[config.mk]
export PLATFORM = sky130hd
export DESIGN_NAME = pwm_atomic
export DESIGN_NICKNAME = d
export VERILOG_FILES = /design/src/rtl/pwm_atomic_pkg.sv /design/src/rtl/pwm_atomic_regs.sv /design/src/rtl/pwm_atomic_commit.sv /design/src/rtl/pwm_atomic_wave.sv /design/src/rtl/pwm_atomic.sv
export SDC_FILE = /design/constraint.sdc
export NUM_CORES = 1
export LEC_CHECK = 0
export ABC_AREA = 0
export BUFFER_PORTS_ARGS = -buffer_cell sky130_fd_sc_hd__buf_2
export CAP_MARGIN = 20
export CORE_AREA = 2 2 128 130
export DETAILED_ROUTE_END_ITERATION = 8
export DIE_AREA = 0 0 130 132
export HOLD_SLACK_MARGIN = 0.05
export PLACE_DENSITY = 0.82
export SETUP_SLACK_MARGIN = 0.1
export SLEW_MARGIN = 20
export SYNTH_ARGS = -nofsm -noshare
export SYNTH_HDL_FRONTEND = slang
export SYNTH_SLANG_ARGS = --single-unit
[constraint.sdc]
create_clock -name clk -period 4.55 [get_ports clk]
set_input_delay 0 -clock clk [delete_from_list [all_inputs] [get_ports clk]]
set_output_delay 0 -clock clk [all_outputs]
set_load 0.005 [all_outputs]
[src/rtl/pwm_atomic_pkg.sv]
`timescale 1ns/1ps
package pwm_atomic_pkg;

    // Word select decoded from addr[3:2]
    typedef enum logic [1:0] {
        SEL_COUNT  = 2'd0,
        SEL_PERIOD = 2'd1,
        SEL_DUTY   = 2'd2,
        SEL_CTRL   = 2'd3
    } word_sel_e;

    // Commit machine states
    typedef enum logic [1:0] {
        ST_IDLE  = 2'd0,
        ST_ARMED = 2'd1,
        ST_HELD  = 2'd2
    } commit_st_e;

    // Control word bit positions
    localparam int CB_ENABLE   = 0;
    localparam int CB_ACT_HIGH = 3;
    localparam int CB_IDLE_HI  = 4;
    localparam int CB_ALIGN    = 5;
    localparam int CB_LOCK     = 6;
    localparam int CB_LOWPWR   = 8;
    localparam int CTRL_BITS   = 9;

    localparam logic [CTRL_BITS-1:0] CTRL_KEEP =
        CTRL_BITS'((1 << CB_ENABLE) | (1 << CB_ACT_HIGH) | (1 << CB_IDLE_HI) |
                   (1 << CB_ALIGN)  | (1 << CB_LOCK)     | (1 << CB_LOWPWR));

    // Polarity pair moved as one unit from shadow to active
    typedef struct packed {
        logic act_high;
        logic idle_high;
    } polarity_t;

endpackage

[src/rtl/pwm_atomic_regs.sv]
`timescale 1ns/1ps
module pwm_atomic_regs
    import pwm_atomic_pkg::*;
#(
    parameter int W = 32
) (
    input  logic          clk,
    input  logic          rst_n,
    input  logic          wr_en,
    input  logic [3:0]    addr,
    input  logic [W-1:0]  wdata,
    input  logic [W-1:0]  cnt_live,
    output logic [W-1:0]  rdata,
    output logic [W-1:0]  shd_period,
    output logic [W-1:0]  shd_duty,
    output polarity_t     shd_pol,
    output logic          enable,
    output logic          lock,
    output logic          pend_set
);

    localparam logic [W-1:0] KEEP_W = W'(CTRL_KEEP);

    word_sel_e    sel;
    logic         hit;
    logic [W-1:0] ctrl_q;

    assign sel = word_sel_e'(addr[3:2]);
    assign hit = wr_en && (addr[1:0] == 2'b00);

    always_ff @(posedge clk or negedge rst_n) begin
        if (!rst_n) begin
            shd_period <= '0;
            shd_duty   <= '0;
            ctrl_q     <= '0;
        end else if (hit) begin
            unique case (sel)
                SEL_PERIOD: shd_period <= wdata;
                SEL_DUTY:   shd_duty   <= wdata;
                SEL_CTRL:   ctrl_q     <= wdata & KEEP_W;
                SEL_COUNT:  ; // count is read-only
            endcase
        end
    end

    always_comb begin
        unique case (sel)
            SEL_COUNT:  rdata = cnt_live;
            SEL_PERIOD: rdata = shd_period;
            SEL_DUTY:   rdata = shd_duty;
            SEL_CTRL:   rdata = ctrl_q;
        endcase
    end

    assign pend_set          = hit && (sel != SEL_COUNT);
    assign enable            = ctrl_q[CB_ENABLE];
    assign lock              = ctrl_q[CB_LOCK];
    assign shd_pol.act_high  = ctrl_q[CB_ACT_HIGH];
    assign shd_pol.idle_high = ctrl_q[CB_IDLE_HI];

    AST_CTRL_MASKED: assert property (@(posedge clk) disable iff (!rst_n)
        (ctrl_q & ~KEEP_W) == '0);

    AST_COUNT_WRITE_NO_STAGE: assert property (@(posedge clk) disable iff (!rst_n)
        (wr_en && addr == 4'h0) |=> ($stable(shd_period) && $stable(shd_duty) && $stable(ctrl_q)));

endmodule

[src/rtl/pwm_atomic_commit.sv]
`timescale 1ns/1ps
module pwm_atomic_commit
    import pwm_atomic_pkg::*;
(
    input  logic clk,
    input  logic rst_n,
    input  logic pend_set,
    input  logic lock,
    input  logic boundary,
    output logic commit
);

    commit_st_e state_q, state_d;

    // State register
    always_ff @(posedge clk or negedge rst_n) begin
        if (!rst_n) state_q <= ST_IDLE;
        else        state_q <= state_d;
    end

    // Next state
    always_comb begin
        state_d = state_q;
        unique case (state_q)
            ST_IDLE: begin
                if (pend_set) state_d = ST_ARMED;                 // stage
            end
            ST_ARMED: begin
                if (lock)          state_d = ST_HELD;              // freeze
                else if (boundary) state_d = pend_set ? ST_ARMED   // apply, restage
                                                      : ST_IDLE;   // apply
            end
            ST_HELD: begin
                if (!lock) state_d = ST_ARMED;                    // release
            end
            default: state_d = ST_IDLE;
        endcase
    end

    // Outputs
    always_comb begin
        commit = 1'b0;
        unique case (state_q)
            ST_ARMED: commit = boundary && !lock;
            ST_IDLE,
            ST_HELD:  commit = 1'b0;
            default:  commit = 1'b0;
        endcase
    end

    AST_HELD_WAITS: assert property (@(posedge clk) disable iff (!rst_n)
        (state_q == ST_HELD && lock) |=> (state_q == ST_HELD));

    AST_NO_STATE_LOSS: assert property (@(posedge clk) disable iff (!rst_n)
        (pend_set) |=> (state_q != ST_IDLE));

endmodule

[src/rtl/pwm_atomic_wave.sv]
`timescale 1ns/1ps
module pwm_atomic_wave
    import pwm_atomic_pkg::*;
#(
    parameter int W = 32
) (
    input  logic          clk,
    input  logic          rst_n,
    input  logic          enable,
    input  logic          commit,
    input  logic [W-1:0]  shd_period,
    input  logic [W-1:0]  shd_duty,
    input  polarity_t     shd_pol,
    output logic [W-1:0]  count,
    output logic [W-1:0]  per_act,
    output logic [W-1:0]  duty_act,
    output polarity_t     pol_act,
    output logic          boundary,
    output logic          pwm_out
);

    localparam logic [W-1:0] ONE = W'(1);

    logic last_count;
    logic running;

    assign running    = enable && (per_act != '0);
    assign last_count = (count == per_act - ONE);
    assign boundary   = !running || last_count;

    // Active configuration, loaded only on commit
    always_ff @(posedge clk or negedge rst_n) begin
        if (!rst_n) begin
            per_act  <= '0;
            duty_act <= '0;
            pol_act  <= '0;
        end else if (commit) begin
            per_act  <= shd_period;
            duty_act <= shd_duty;
            pol_act  <= shd_pol;
        end
    end

    // Free-running up-counter
    always_ff @(posedge clk or negedge rst_n) begin
        if (!rst_n)                      count <= '0;
        else if (!running || last_count) count <= '0;
        else                             count <= count + ONE;
    end

    // Left-aligned decode from registered state
    always_comb begin
        if (running && (count < duty_act)) pwm_out = pol_act.act_high;
        else                               pwm_out = pol_act.idle_high;
    end

    AST_WRAP_TO_ZERO: assert property (@(posedge clk) disable iff (!rst_n)
        (running && last_count) |=> (count == '0));

endmodule

[src/rtl/pwm_atomic.sv]
`timescale 1ns/1ps
module pwm_atomic
    import pwm_atomic_pkg::*;
#(
    parameter int W = 32
) (
    input  logic          clk,
    input  logic          rst_n,
    input  logic          wr_en,
    input  logic [3:0]    addr,
    input  logic [W-1:0]  wdata,
    output logic [W-1:0]  rdata,
    output logic          pwm_out
);

    logic [W-1:0] shd_period, shd_duty, count, per_act, duty_act;
    polarity_t    shd_pol, pol_act;
    logic         enable, lock, pend_set, boundary, commit;

    pwm_atomic_regs #(.W(W)) u_regs (
        .clk        (clk),
        .rst_n      (rst_n),
        .wr_en      (wr_en),
        .addr       (addr),
        .wdata      (wdata),
        .cnt_live   (count),
        .rdata      (rdata),
        .shd_period (shd_period),
        .shd_duty   (shd_duty),
        .shd_pol    (shd_pol),
        .enable     (enable),
        .lock       (lock),
        .pend_set   (pend_set)
    );

    pwm_atomic_commit u_commit (
        .clk      (clk),
        .rst_n    (rst_n),
        .pend_set (pend_set),
        .lock     (lock),
        .boundary (boundary),
        .commit   (commit)
    );

    pwm_atomic_wave #(.W(W)) u_wave (
        .clk        (clk),
        .rst_n      (rst_n),
        .enable     (enable),
        .commit     (commit),
        .shd_period (shd_period),
        .shd_duty   (shd_duty),
        .shd_pol    (shd_pol),
        .count      (count),
        .per_act    (per_act),
        .duty_act   (duty_act),
        .pol_act    (pol_act),
        .boundary   (boundary),
        .pwm_out    (pwm_out)
    );

    AST_CNT_IN_RANGE: assert property (@(posedge clk) disable iff (!rst_n)
        (per_act != '0) |-> (count < per_act));

    AST_LOCK_FREEZE: assert property (@(posedge clk) disable iff (!rst_n)
        lock |=> ($stable(per_act) && $stable(duty_act) && $stable(pol_act)));

    AST_CHANGE_AT_EDGE: assert property (@(posedge clk) disable iff (!rst_n)
        (per_act != $past(per_act) || duty_act != $past(duty_act) || pol_act != $past(pol_act))
            |-> $past(boundary));

    AST_FULL_ON: assert property (@(posedge clk) disable iff (!rst_n)
        (enable && per_act != '0 && duty_act >= per_act) |-> (pwm_out == pol_act.act_high));

    AST_OFF_COUNT_ZERO: assert property (@(posedge clk) disable iff (!rst_n)
        !enable |=> (count == '0));

endmodule

==> impl_table.tex <==
\begin{tabular}{lr}
\hline
Metric & Value \\
\hline
\multicolumn{2}{l}{\textbf{Clock network}} \\
\quad Clock transition at the registers of the reported paths & $\sim$0.07 ns \\
\quad Number of clock buffers inserted by TritonCTS & 17 \\
\quad TritonCTS sink count & 170 \\
\quad Clock tree root driver cell & clkbuf\_16 \\
\quad Number of levels in the clock H-tree & 4 \\
\quad \# Post-CTS Setup Buffers & 0 \\
\quad TritonCTS clock tree & built \\
\quad Maximum buffer depth of the clock tree & 2 \\
\quad Insertion delay of the later-clocked pin in the worst-skew pair & 0.43 ns \\
\multicolumn{2}{l}{\textbf{Cells and area}} \\
\quad Final cell count without fillers & $\sim$1.2k \\
\quad \# nets final & 1,015 \\
\quad Leading cell type in the layout, fill and taps excluded & dfrtp\_1 \\
\quad Antenna diode instance count & 0 \\
\quad Fraction of final layout cells with drive strength greater than 1 & 0.280 \\
\quad Core Util, Final & 0.702 \\
\quad Leading cell types in the layout, fill and taps excluded & 170 x dfrtp\_1, 97 x mux2\_2, 70 x buf\_2 \\
\quad Layout Area Growth over Synthesis & 16.1\% \\
\quad \# fillers & approximately 1.1k \\
\multicolumn{2}{l}{\textbf{Power and ir drop}} \\
\quad Worst vdd rail ir drop & 0.370 mV \\
\quad Power per cell area & between 500 and 600 nW/um\^{}2 \\
\quad Total leakage power & 5.17 nW \\
\multicolumn{2}{l}{\textbf{Routing}} \\
\quad Router iterations before antenna repair & 5 \\
\quad Detailed-route wire length per cell & 17.9 um \\
\quad Post-DR vias/cell & 5.76 \\
\quad Aggregate routed wire length & roughly 21,000 um \\
\quad DR vias & 6,749 \\
\quad Final ANT Viol Nets & 0 \\
\quad DR DRC count & 0 \\
\quad Starting DRC count in detailed routing & 395 \\
\multicolumn{2}{l}{\textbf{STA}} \\
\quad Shortest period the worst path allows & 3.79 ns \\
\quad Hold Vio Cnt, Final & 0 \\
\quad Post-route setup TNS & 0 ns \\
\quad Worst setup slack after layout & about 0.76 ns \\
\quad Actual transition at the worst max-transition pin & about 0.8 ns \\
\quad Rel. slew slack & 0.482 \\
\quad Setup clock skew after layout & 0.0119 ns \\
\quad Max-slew violations & 0 \\
\quad Number of failing setup endpoints in the final timing report & 0 \\
\quad Setup repair after global routing missed its margin & no \\
\quad Final period utilization & 0.833 \\
\quad Highest clock frequency the design can meet & 264 MHz \\
\quad Final-layout worst hold slack & between 0.04 and 0.05 ns \\
\multicolumn{2}{l}{\textbf{Global routing}} \\
\quad Wire length of the first global-routing pass & 35,000 um \\
\quad Overflow left after global routing & 0 \\
\quad Number of antenna violations at the first check in global routing & 0 \\
\quad Maximum number of pins on one net before global-route repair & 86 \\
\quad Number of global-route vias before repair & 6,875 \\
\quad Total GRT Usage & 0.257 \\
\multicolumn{2}{l}{\textbf{Die}} \\
\quad Die boundary height & 132 um \\
\quad Horizontal die dimension & 130 um \\
\quad Total number of placement rows & 46 \\
\quad Die Area & between 15,000 and 20,000 sq um \\
\quad Top-Level Pins & 72 \\
\quad Starting density of the core & 0.604 \\
\quad Core region area & between 15,000 and 20,000 sq um \\
\multicolumn{2}{l}{\textbf{Yosys}} \\
\quad Top FF cell, synth & dfrtp\_1 \\
\quad Number of synthesized register bits & 170 \\
\quad Synth Cell Area & 9490 sq um \\
\quad Biggest area contributors in the synthesized netlist & dfrtp\_1 45\%, mux2\_2 12\%, mux2\_4 6.3\% \\
\quad Number of distinct standard cells referenced by the synthesized netlist & 61 \\
\quad Cell count after synthesis & 845 \\
\quad Net count after synthesis & roughly 920 \\
\quad Area leader, netlist & dfrtp\_1 \\
\quad Share of the synthesized area in the top cell type & 0.448 \\
\quad Synthesized area per cell & between 10 and 15 sq um \\
\quad Synth warn & 0 \\
\quad Share of async-settable or async-resettable flops after synthesis & 1.00 \\
\quad Fraction of the yosys area taken by sequential cells & 0.448 \\
\quad Number of enable-type register cells in the synthesized netlist & 0 \\
\multicolumn{2}{l}{\textbf{Placed design}} \\
\quad Buffers added on ports & 71 \\
\quad Detailed placer's ending HPWL & 14,300 um \\
\quad Routability congestion estimate from global placement & 0.870 \\
\quad Worst setup slack after placement & 0.800 ns \\
\quad Total instance count after detailed placement & 1,104 \\
\multicolumn{2}{l}{\textbf{Job}} \\
\quad Number of max-cap violations & 0 \\
\multicolumn{2}{l}{\textbf{Setup path}} \\
\quad WP buf/inv & 2 \\
\quad Critical path's slowest cell & or4b\_1 \\
\quad Delay of the slowest critical-path stage & 0.63 ns \\
\quad WS Path Type & flop to flop \\
\quad Worst path cell trace & inv\_1, ha\_1, or4b\_1, nor2\_1, nand4b\_1, o41ai\_1, o22ai\_1, a211o\_1, o21ai\_2, nand2\_4, buf\_4, mux2\_4 \\
\quad R2r startpoint & u\_wave.per\_act[0]\$\_DFFE\_PN0P\_ \\
\quad Required time at the worst-slack endpoint & 4.86 ns \\
\quad Arrival time of the worst setup path & 4.10 ns \\
\quad R2R depth & 12 \\
\quad Launching element type of the critical path & flop \\
\quad Setup slack of the most critical reg-to-reg path & between 0.7 and 0.8 ns \\
\quad Worst reg2reg endpoint & u\_wave.duty\_act[31]\$\_DFFE\_PN0P\_ \\
\quad Critical path fanouts, max & 37 \\
\quad Cell family with the largest share of critical-path delay & simple AND/OR/NAND/NOR gates \\
\quad Type of element capturing the critical path & flop \\
\multicolumn{2}{l}{\textbf{Run status}} \\
\quad Outcome & finished, final reports clean \\
\multicolumn{2}{l}{\textbf{Hold path}} \\
\quad Hold Path Cell Cnt & 4 \\
\quad Worst min path class & input port to flop \\
\quad Beginning of the worst hold path & addr[1] \\
\quad Worst hold path endpoint & u\_commit.state\_q[0]\$\_DFFE\_PN0P\_ \\
\hline
\end{tabular}
==> worst min-delay path, cell delays in order <==
cell and delay [ns]:
buf_2 0.08, nor3b_1 0.07, o21ai_0 0.12, o311ai_0 0.14
==> cells in the mapped netlist (3+ instances only) <==
cell / instances
nor2_1: 64
mux2_2: 97
nor4_1: 5
nor2b_1: 3
o21ai_0: 38
xor2_1: 31
nor3b_1: 3
a21o_1: 11
nand4b_1: 3
and4_1: 4
nand2b_1: 9
nand3_1: 23
dfrtp_1: 170
and3_1: 10
a2111oi_0: 6
a21oi_1: 7
mux4_2: 6
o311ai_0: 3
nor4b_1: 4
nand4_1: 17
mux2i_1: 29
clkbuf_1: 31
a211oi_1: 3
xnor2_1: 37
nand3b_1: 3
a211o_1: 3
buf_6: 4
mux2_4: 40
or3_1: 3
inv_1: 40
nand2_1: 52
a31oi_1: 5
ha_1: 34
nor3_1: 15
==> power by group <==
group	total [mW]	leakage (nW)	internal (mW)	switching, mW
registers	2.40	2.16	1.94	0.463
logic	1.84	2.72	1.01	0.827
clock network	1.49	0.297	0.854	0.633
total	5.73	5.17	3.80	1.92
==> metal layers <==
layer  global-route usage  up-vias  share of wire
li1                     -     3198              -
met1                0.351     3415           0.46
met2                0.427      121           0.50
met3               0.0467       15          0.034
met4               0.0639        0          0.011
met5                    0        -              0
==> worst max path at each step <==
| stage | start | to | slack [ns] | cells after the start |
|---|---|---|---|---|
| finish | u_wave.per_act[0]$_DFFE_PN0P_ | u_wave.duty_act[31]$_DFFE_PN0P_ | 0.76 | 12 |
| global route | u_wave.per_act[1]$_DFFE_PN0P_ | u_wave.per_act[26]$_DFFE_PN0P_ | 0.55 | 12 |
| CTS | u_wave.per_act[0]$_DFFE_PN0P_ | u_wave.duty_act[29]$_DFFE_PN0P_ | 0.79 | 12 |
| detailed placement | u_wave.per_act[0]$_DFFE_PN0P_ | u_wave.duty_act[29]$_DFFE_PN0P_ | 0.80 | 12 |
| global placement | u_wave.per_act[0]$_DFFE_PN0P_ | u_wave.pol_act[0]$_DFFE_PN0P_ | 0.85 | 12 |
| floorplan | u_wave.per_act[0]$_DFFE_PN0P_ | u_wave.duty_act[0]$_DFFE_PN0P_ | 1.14 | 14 |
==> repair_timing <==
| item | in CTS | in global routing |
|---|---|---|
| gates resized for setup | 0 | 0 |
| hold buffers | 34 | 0 |
| hold endpoints to repair | 154 | 0 |
==> registers in the layout, indices dropped and copies added (netlist names) <==
register           cells
u_wave.per_act        32
u_regs.ctrl_q          6
u_wave.count          32
u_regs.shd_period     32
u_wave.pol_act         2
u_regs.shd_duty       32
u_commit.state_q       2
u_wave.duty_act       32
==> kinds of logic (layout without fill, tap and decap cells) <==
logic type	Yosys count	count (layout)	share of synthesized area
xor gates and xnor gates	68	68	0.0627
AOI/OAI and AO/OA	90	90	0.0608
and+or+nand+nor	231	231	0.124
adders and majority gates	35	35	0.0459
muxes	172	172	0.223
DFF	170	170	0.448
buffers and inverters	79	189	0.0351
==> layout make-up <==
cell class                 instances  area, sq um  area share
inverter                          40          150      0.0136
clock buffer                      19          453      0.0411
multi-input combinational        596         4930       0.447
clock inverter                    13          158      0.0143
timing repair buffer             117          812      0.0737
tap                              216          270      0.0245
sequential                       170         4250       0.386
==> stage by stage <==
step                      instance area [sq um]  power, mW
after floorplan                            9490       3.70
after global placement                    10000       4.14
after detailed placement                  10000       4.22
after CTS                                 11000       5.74
after global routing                      11000       6.06
final                                     11000       5.73
Note: power is estimated with default switching activity, not from simulation.
